==> src/rtl/adc_seq_pkg.sv <==
package adc_seq_pkg;

  localparam int FLD_DIV_LSB = 0;
  localparam int FLD_SRC_BIT = 8;
  localparam int FLD_LP_BIT  = 10;
  localparam int FLD_CAL_BIT = 30;

  typedef enum logic [2:0] {
    ST_IDLE,
    ST_WAIT,
    ST_BYP,
    ST_CONV,
    ST_CAL
  } seq_state_e;

endpackage

==> src/rtl/adc_seq_regs.sv <==
module adc_seq_regs
  import adc_seq_pkg::*;
#(
  parameter int DIV_W = 8
) (
  input  logic             clk,
  input  logic             rst_n,
  input  logic             wr,
  input  logic [31:0]      wdata,
  input  logic             cal_done,
  output logic [DIV_W-1:0] div,
  output logic             ext_src,
  output logic             lp_mode,
  output logic             cal_req,
  output logic [31:0]      rdata
);

  logic [DIV_W-1:0] div_q, div_d;
  logic             src_q, src_d, lp_q, lp_d, cal_q, cal_d;

  always_comb begin
    div_d = div_q;
    src_d = src_q;
    lp_d  = lp_q;
    cal_d = cal_q;
    if (wr && !cal_q) begin
      div_d = wdata[FLD_DIV_LSB +: DIV_W];
      src_d = wdata[FLD_SRC_BIT];
      lp_d  = wdata[FLD_LP_BIT];
      cal_d = wdata[FLD_CAL_BIT];
    end else if (cal_done) begin
      cal_d = 1'b0;
    end
  end

  always_ff @(posedge clk or negedge rst_n) begin
    if (!rst_n) begin
      div_q <= '0;
      src_q <= 1'b0;
      lp_q  <= 1'b0;
      cal_q <= 1'b0;
    end else begin
      div_q <= div_d;
      src_q <= src_d;
      lp_q  <= lp_d;
      cal_q <= cal_d;
    end
  end

  always_comb begin
    rdata = '0;
    rdata[FLD_DIV_LSB +: DIV_W] = div_q;
    rdata[FLD_SRC_BIT] = src_q;
    rdata[FLD_LP_BIT]  = lp_q;
    rdata[FLD_CAL_BIT] = cal_q;
  end

  assign div     = div_q;
  assign ext_src = src_q;
  assign lp_mode = lp_q;
  assign cal_req = cal_q;

endmodule

==> src/rtl/adc_seq_clkdiv.sv <==
module adc_seq_clkdiv #(
  parameter int DIV_W = 8
) (
  input  logic             clk,
  input  logic             rst_n,
  input  logic [DIV_W-1:0] div,
  input  logic             ext_src,
  input  logic             ext_tick,
  input  logic             restart,
  output logic             tick
);

  logic [DIV_W-1:0] cnt_q, cnt_d;
  logic             wrap;

  assign wrap = (cnt_q >= div);

  always_comb begin
    if (restart || wrap) cnt_d = '0;
    else                 cnt_d = cnt_q + 1'b1;
  end

  always_ff @(posedge clk or negedge rst_n) begin
    if (!rst_n) cnt_q <= '0;
    else        cnt_q <= cnt_d;
  end

  assign tick = ext_src ? ext_tick : wrap;

endmodule

==> src/rtl/adc_seq_fsm.sv <==
module adc_seq_fsm
  import adc_seq_pkg::*;
#(
  parameter int CAL_TICKS = 64,
  parameter int WAKE_12B  = 15,
  parameter int WAKE_10B  = 30
) (
  input  logic clk,
  input  logic rst_n,
  input  logic adc_en,
  input  logic res10,
  input  logic sync_bypass,
  input  logic ext_src,
  input  logic lp_mode,
  input  logic cal_req,
  input  logic tick,
  input  logic hw_trig,
  input  logic sw_trig,
  input  logic conv_done,
  output logic restart,
  output logic sample_start,
  output logic ana_pwr_en,
  output logic cal_done
);

  localparam int MAXC = (CAL_TICKS > WAKE_10B) ?
                        ((CAL_TICKS > WAKE_12B) ? CAL_TICKS : WAKE_12B) :
                        ((WAKE_10B > WAKE_12B) ? WAKE_10B : WAKE_12B);
  localparam int CW = $clog2(MAXC + 1);
  localparam logic [CW-1:0] ONE_C  = CW'(1);
  localparam logic [CW-1:0] W12_C  = CW'(WAKE_12B);
  localparam logic [CW-1:0] W10_C  = CW'(WAKE_10B);
  localparam logic [CW-1:0] CALE_C = CW'(CAL_TICKS - 1);

  seq_state_e    state_q, state_d;
  logic [CW-1:0] cnt_q, cnt_d, need_q, need_d;
  logic          pend_q, pend_d, smp_q, smp_d, hw_q;
  logic          trig, trig_ok, go, go_cold;

  assign trig    = (hw_trig && !hw_q) || sw_trig;
  assign trig_ok = trig && adc_en && !cal_req;

  always_comb begin
    state_d  = state_q;
    cnt_d    = cnt_q;
    need_d   = need_q;
    pend_d   = pend_q;
    smp_d    = 1'b0;
    restart  = 1'b0;
    cal_done = 1'b0;
    go       = 1'b0;
    go_cold  = 1'b0;
    unique case (state_q)
      ST_IDLE: begin
        if (cal_req) begin
          state_d = ST_CAL;
          cnt_d   = '0;
        end else if (trig_ok) begin
          go      = 1'b1;
          go_cold = lp_mode;
        end
      end
      ST_WAIT: begin
        if (trig_ok) pend_d = 1'b1;
        if (tick) begin
          if (cnt_q == need_q - ONE_C) begin
            smp_d   = 1'b1;
            state_d = ST_CONV;
          end else begin
            cnt_d = cnt_q + ONE_C;
          end
        end
      end
      ST_BYP: begin
        if (trig_ok) pend_d = 1'b1;
        smp_d   = 1'b1;
        state_d = ST_CONV;
      end
      ST_CONV: begin
        if (conv_done) begin
          if (pend_q) begin
            go     = 1'b1;
            pend_d = trig_ok;
          end else if (trig_ok) begin
            go = 1'b1;
          end else begin
            state_d = ST_IDLE;
          end
        end else if (trig_ok) begin
          pend_d = 1'b1;
        end
      end
      ST_CAL: begin
        if (tick) begin
          if (cnt_q == CALE_C) begin
            cal_done = 1'b1;
            state_d  = ST_IDLE;
            cnt_d    = '0;
          end else begin
            cnt_d = cnt_q + ONE_C;
          end
        end
      end
      default: state_d = ST_IDLE;
    endcase
    if (go) begin
      restart = 1'b1;
      cnt_d   = '0;
      if (!go_cold && !ext_src && sync_bypass) begin
        state_d = ST_BYP;
      end else begin
        state_d = ST_WAIT;
        need_d  = go_cold ? (res10 ? W10_C : W12_C) : ONE_C;
      end
    end
    if (!adc_en && state_q != ST_CAL && state_q != ST_IDLE) begin
      state_d = ST_IDLE;
      pend_d  = 1'b0;
      smp_d   = 1'b0;
      restart = 1'b0;
    end
  end

  always_ff @(posedge clk or negedge rst_n) begin
    if (!rst_n) begin
      state_q <= ST_IDLE;
      cnt_q   <= '0;
      need_q  <= ONE_C;
      pend_q  <= 1'b0;
      smp_q   <= 1'b0;
      hw_q    <= 1'b0;
    end else begin
      state_q <= state_d;
      cnt_q   <= cnt_d;
      need_q  <= need_d;
      pend_q  <= pend_d;
      smp_q   <= smp_d;
      hw_q    <= hw_trig;
    end
  end

  assign sample_start = smp_q;
  assign ana_pwr_en   = adc_en && (!lp_mode || state_q != ST_IDLE);

endmodule

==> src/rtl/adc_seq_ctrl.sv <==
module adc_seq_ctrl #(
  parameter int DIV_W     = 8,
  parameter int CAL_TICKS = 64,
  parameter int WAKE_12B  = 15,
  parameter int WAKE_10B  = 30
) (
  input  logic        clk,
  input  logic        rst_n,
  input  logic        reg_wr,
  input  logic [31:0] reg_wdata,
  output logic [31:0] reg_rdata,
  input  logic        adc_en,
  input  logic        res10,
  input  logic        sync_bypass,
  input  logic        hw_trig,
  input  logic        sw_trig,
  input  logic        ext_clk_tick,
  input  logic        conv_done,
  output logic        ana_pwr_en,
  output logic        adc_clk_en,
  output logic        sample_start,
  output logic        cal_busy
);

  logic [DIV_W-1:0] div;
  logic             ext_src, lp_mode, cal_req, cal_done, restart, tick;

  adc_seq_regs #(.DIV_W(DIV_W)) u_regs (
    .clk(clk), .rst_n(rst_n), .wr(reg_wr), .wdata(reg_wdata),
    .cal_done(cal_done), .div(div), .ext_src(ext_src),
    .lp_mode(lp_mode), .cal_req(cal_req), .rdata(reg_rdata)
  );

  adc_seq_clkdiv #(.DIV_W(DIV_W)) u_div (
    .clk(clk), .rst_n(rst_n), .div(div), .ext_src(ext_src),
    .ext_tick(ext_clk_tick), .restart(restart), .tick(tick)
  );

  adc_seq_fsm #(
    .CAL_TICKS(CAL_TICKS), .WAKE_12B(WAKE_12B), .WAKE_10B(WAKE_10B)
  ) u_fsm (
    .clk(clk), .rst_n(rst_n), .adc_en(adc_en), .res10(res10),
    .sync_bypass(sync_bypass), .ext_src(ext_src), .lp_mode(lp_mode),
    .cal_req(cal_req), .tick(tick), .hw_trig(hw_trig), .sw_trig(sw_trig),
    .conv_done(conv_done), .restart(restart), .sample_start(sample_start),
    .ana_pwr_en(ana_pwr_en), .cal_done(cal_done)
  );

  assign adc_clk_en = tick;
  assign cal_busy   = cal_req;

endmodule

==> config.mk <==
export PLATFORM = sky130hd
export DESIGN_NAME = adc_seq_ctrl
export DESIGN_NICKNAME = d
export VERILOG_FILES = /design/src/rtl/adc_seq_pkg.sv /design/src/rtl/adc_seq_regs.sv /design/src/rtl/adc_seq_clkdiv.sv /design/src/rtl/adc_seq_fsm.sv /design/src/rtl/adc_seq_ctrl.sv
export SDC_FILE = /design/constraint.sdc
export NUM_CORES = 1
export LEC_CHECK = 0
export ABC_AREA = 1
export BUFFER_PORTS_ARGS = -buffer_cell sky130_fd_sc_hd__buf_2
export CAP_MARGIN = 20
export CORE_AREA = 2 2 77 79
export CTS_BUF_LIST = sky130_fd_sc_hd__clkbuf_4 sky130_fd_sc_hd__clkbuf_8
export CTS_CLUSTER_DIAMETER = 120
export DETAILED_ROUTE_END_ITERATION = 12
export DIE_AREA = 0 0 79 81
export PLACE_DENSITY = 0.71
export SYNTH_ARGS = -nofsm -noshare
export SYNTH_HDL_FRONTEND = slang
export SYNTH_SLANG_ARGS = --single-unit
==> constraint.sdc <==
create_clock -name clk -period 2.5 [get_ports clk]
set_input_delay 0.25 -clock clk [delete_from_list [all_inputs] [get_ports clk]]
set_output_delay 0.25 -clock clk [all_outputs]
set_load 0.01 [all_outputs]
==> flow_summary.json <==
{
  "synth.largest_area_cell": "dfrtp_1",
  "p_per_area_mw_per_mm2": 743,
  "grt_max_degree": 36,
  "num_io_pins": 78,
  "via_per_inst": 4.57,
  "die_area_sq_mm": 0.00640,
  "wl_um": 4760,
  "overflow": 0,
  "dp.cells": 420,
  "path_clk_slew_ps": 70,
  "die_x_um": 79,
  "ys.flop_type": "dfrtp_1",
  "syn_area_sq_mm": 0.00244,
  "cts_resized": 0,
  "core_area_sq_mm": 0.00568,
  "drt-pass1-iter-count": 4,
  "rsz0062_at_grt": "no",
  "synth.distinct_cells": 40,
  "final_area_sq_mm": 0.00271,
  "outcome": "complete, no violations",
  "netlist_top_cells_area": "dfrtp_1, nand2_1, buf_4",
  "fin_cells": 428,
  "clock_skew_ps": 3.71,
  "cts_made_buffers": 5,
  "dpl.hpwl_um": 3710,
  "insertion_delay_ps": 290,
  "cts_setup_buffers": 0,
  "initial_core_util_pct": 43.0,
  "ctsHoldBuffers": 0,
  "nFillCells": 579,
  "yosys.cell_count.top_type": "nand2_1",
  "clock_path_buffers": 2,
  "netlist_instances": 316,
  "wl_per_cell_um": 11.1,
  "antenna_found_initial": 0,
  "setup_viol": 0,
  "p_leak_nw": 1.51,
  "cts_tree": "done",
  "maxCapViolations": 0,
  "netlist.area_leader.share_pct": 34.9,
  "critPathMaxFanout": 4,
  "rows": 28,
  "ys_seq_area_share_pct": 36.0,
  "layout.nets": 406,
  "remaining_drc_errors": 0,
  "root_buffer": "clkbuf_8",
  "ys_warn_count": 0,
  "place.port_buffers": 35,
  "h-tree-depth": 2,
  "die_y_um": 81,
  "critPathCaptureType": "primary output",
  "grtUsageTotal_pct": 16.6,
  "required_ps": 2250,
  "worst_pin_slew_ps": 807,
  "hp-class": "input pin to asynchronous set/reset pin",
  "cp-start-kind": "flip-flop",
  "ir_drop_mv": 0.400,
  "synth_seq_cells": 35,
  "grt_pass1_vias": 1906,
  "grt_pass1_wl_um": 8360,
  "synth_area_per_cell_sq_um": 7.72,
  "hold_viol_final": 0,
  "ys_async_sr_fraction_pct": 100,
  "cp.arrival_ps": 1810,
  "fin_crit_ps": 2060,
  "num_vias": 1957,
  "synth_edf_count": 0,
  "dpl-instance-area_sq_mm": 0.00259,
  "hold_slack_ps": 51.7,
  "clock_sinks": 35,
  "fin_crit_sh_pct": 82.2,
  "finalSetupTns_ps": 0,
  "gp_congestion": 0.887,
  "max_slew_margin_pct": 46.2,
  "layout-drive-gt1-share_pct": 22.1,
  "path_class": "flip-flop to primary output",
  "max_freq_mhz": 486,
  "synth_commonest_cells": "nand2_1, nor2_1, inv_1",
  "antenna_cells": 0,
  "area_growth_pct": 10.9,
  "report.final.slew_viol_count": 0,
  "dr.first_iter.drc_count": 91,
  "detail-route-antenna-nets": 0
}
## registers in the layout, indices dropped and copies added (netlist names), 3 cells and up
signal	count
u_div.cnt_q	8
u_fsm.cnt_q	7
u_fsm.need_q	3
u_fsm.state_q	3
u_regs.div	8
## cells in the final DEF, fill, tap and decap left out, types with 3 or more instances in the layout
cell,netlist,routed
inv_2,7,7
inv_1,37,37
nand3_1,21,21
nor2_4,3,3
buf_2,0,35
xor2_1,9,9
nand3_2,3,3
clkbuf_8,0,6
nor2_1,40,40
ha_1,12,12
conb_1,1,21
nor3_1,4,4
nand2_2,5,5
nand2_1,63,63
o21ai_0,9,9
dfrtp_1,34,34
nor2_2,3,3
a21oi_1,12,12
## kinds of logic (layout without fill, tap and decap cells)
| logic type | Yosys count | after routing | share of synthesized area, % |
|---|---|---|---|
| buffers and inverters | 72 | 89 | 15.2 |
| AND/OR/NAND/NOR | 154 | 154 | 30.8 |
| AO/OA/AOI/OAI | 30 | 30 | 7.34 |
| flip-flops | 35 | 35 | 36.0 |
| XOR/XNOR | 11 | 11 | 3.95 |
| multiplexers | 1 | 1 | 0.462 |
| other | 1 | 21 | 0.154 |
| adder cells (fa/ha/maj) | 12 | 12 | 6.16 |
## stage by stage
step	util (%)	power [mW]	setup slack, ps
after global placement	45.6	1.46	569
after detailed placement	45.6	1.49	534
final	47.7	2.01	444
after CTS	47.7	2.03	435
after floorplan	-	1.34	734
after global routing	47.7	2.18	296
## area by class of cell
type / count / area [sq um] / area share (%)
repair buffers: 35 / 175 / 6.48
flip-flops and latches: 35 / 877 / 32.4
multi-input cells: 229 / 1270 / 46.8
clock buffers: 6 / 82.6 / 3.05
clock inverters: 2 / 35.0 / 1.30
inverters: 46 / 175 / 6.48
well taps: 75 / 93.8 / 3.47
## worst paths after layout
kind | start | to | slack (ps) | cells past startpoint
max in group asynchronous | rst_n | u_fsm.state_q[2] | 1940 | 1
min in group clk | hw_trig | u_fsm.hw_q | 80 | 1
worst min-delay path | rst_n | u_fsm.cnt_q[5] | 50 | 1
worst max-delay path | u_div.cnt_q[5] | adc_clk_en | 440 | 8
worst min register to register | u_div.cnt_q[0] | u_div.cnt_q[0] | 490 | 1
worst max register to register | u_fsm.need_q[0] | u_fsm.cnt_q[5] | 530 | 11
## power breakdown
part	internal [mW]	leakage, nW	switching, mW
clock	0.323	0.0612	0.211
combinational	0.262	1.04	0.448
sequential	0.661	0.406	0.105
## worst max-delay path, stage by stage, from the launching register on
cell and delay, ps:
dfrtp_1 420, ha_1 310, a21oi_1 140, nor2_1 50
nor2_1 150, nand3_1 100, nand2_1 140, inv_1 70
buf_2 140
## per-layer routing
metal | global-route usage (%) | share of wire (%) | vias up | wire length, um
li1 | - | - | 1017 | -
met3 | 3.00 | 3.5 | 4 | 167
met1 | 19.9 | 44 | 897 | 2110
met2 | 29.9 | 51 | 39 | 2410
met4 | 6.03 | 1.5 | 0 | 69
met5 | 0 | 0 | - | 0
Note: power is estimated with default switching activity, not from simulation.
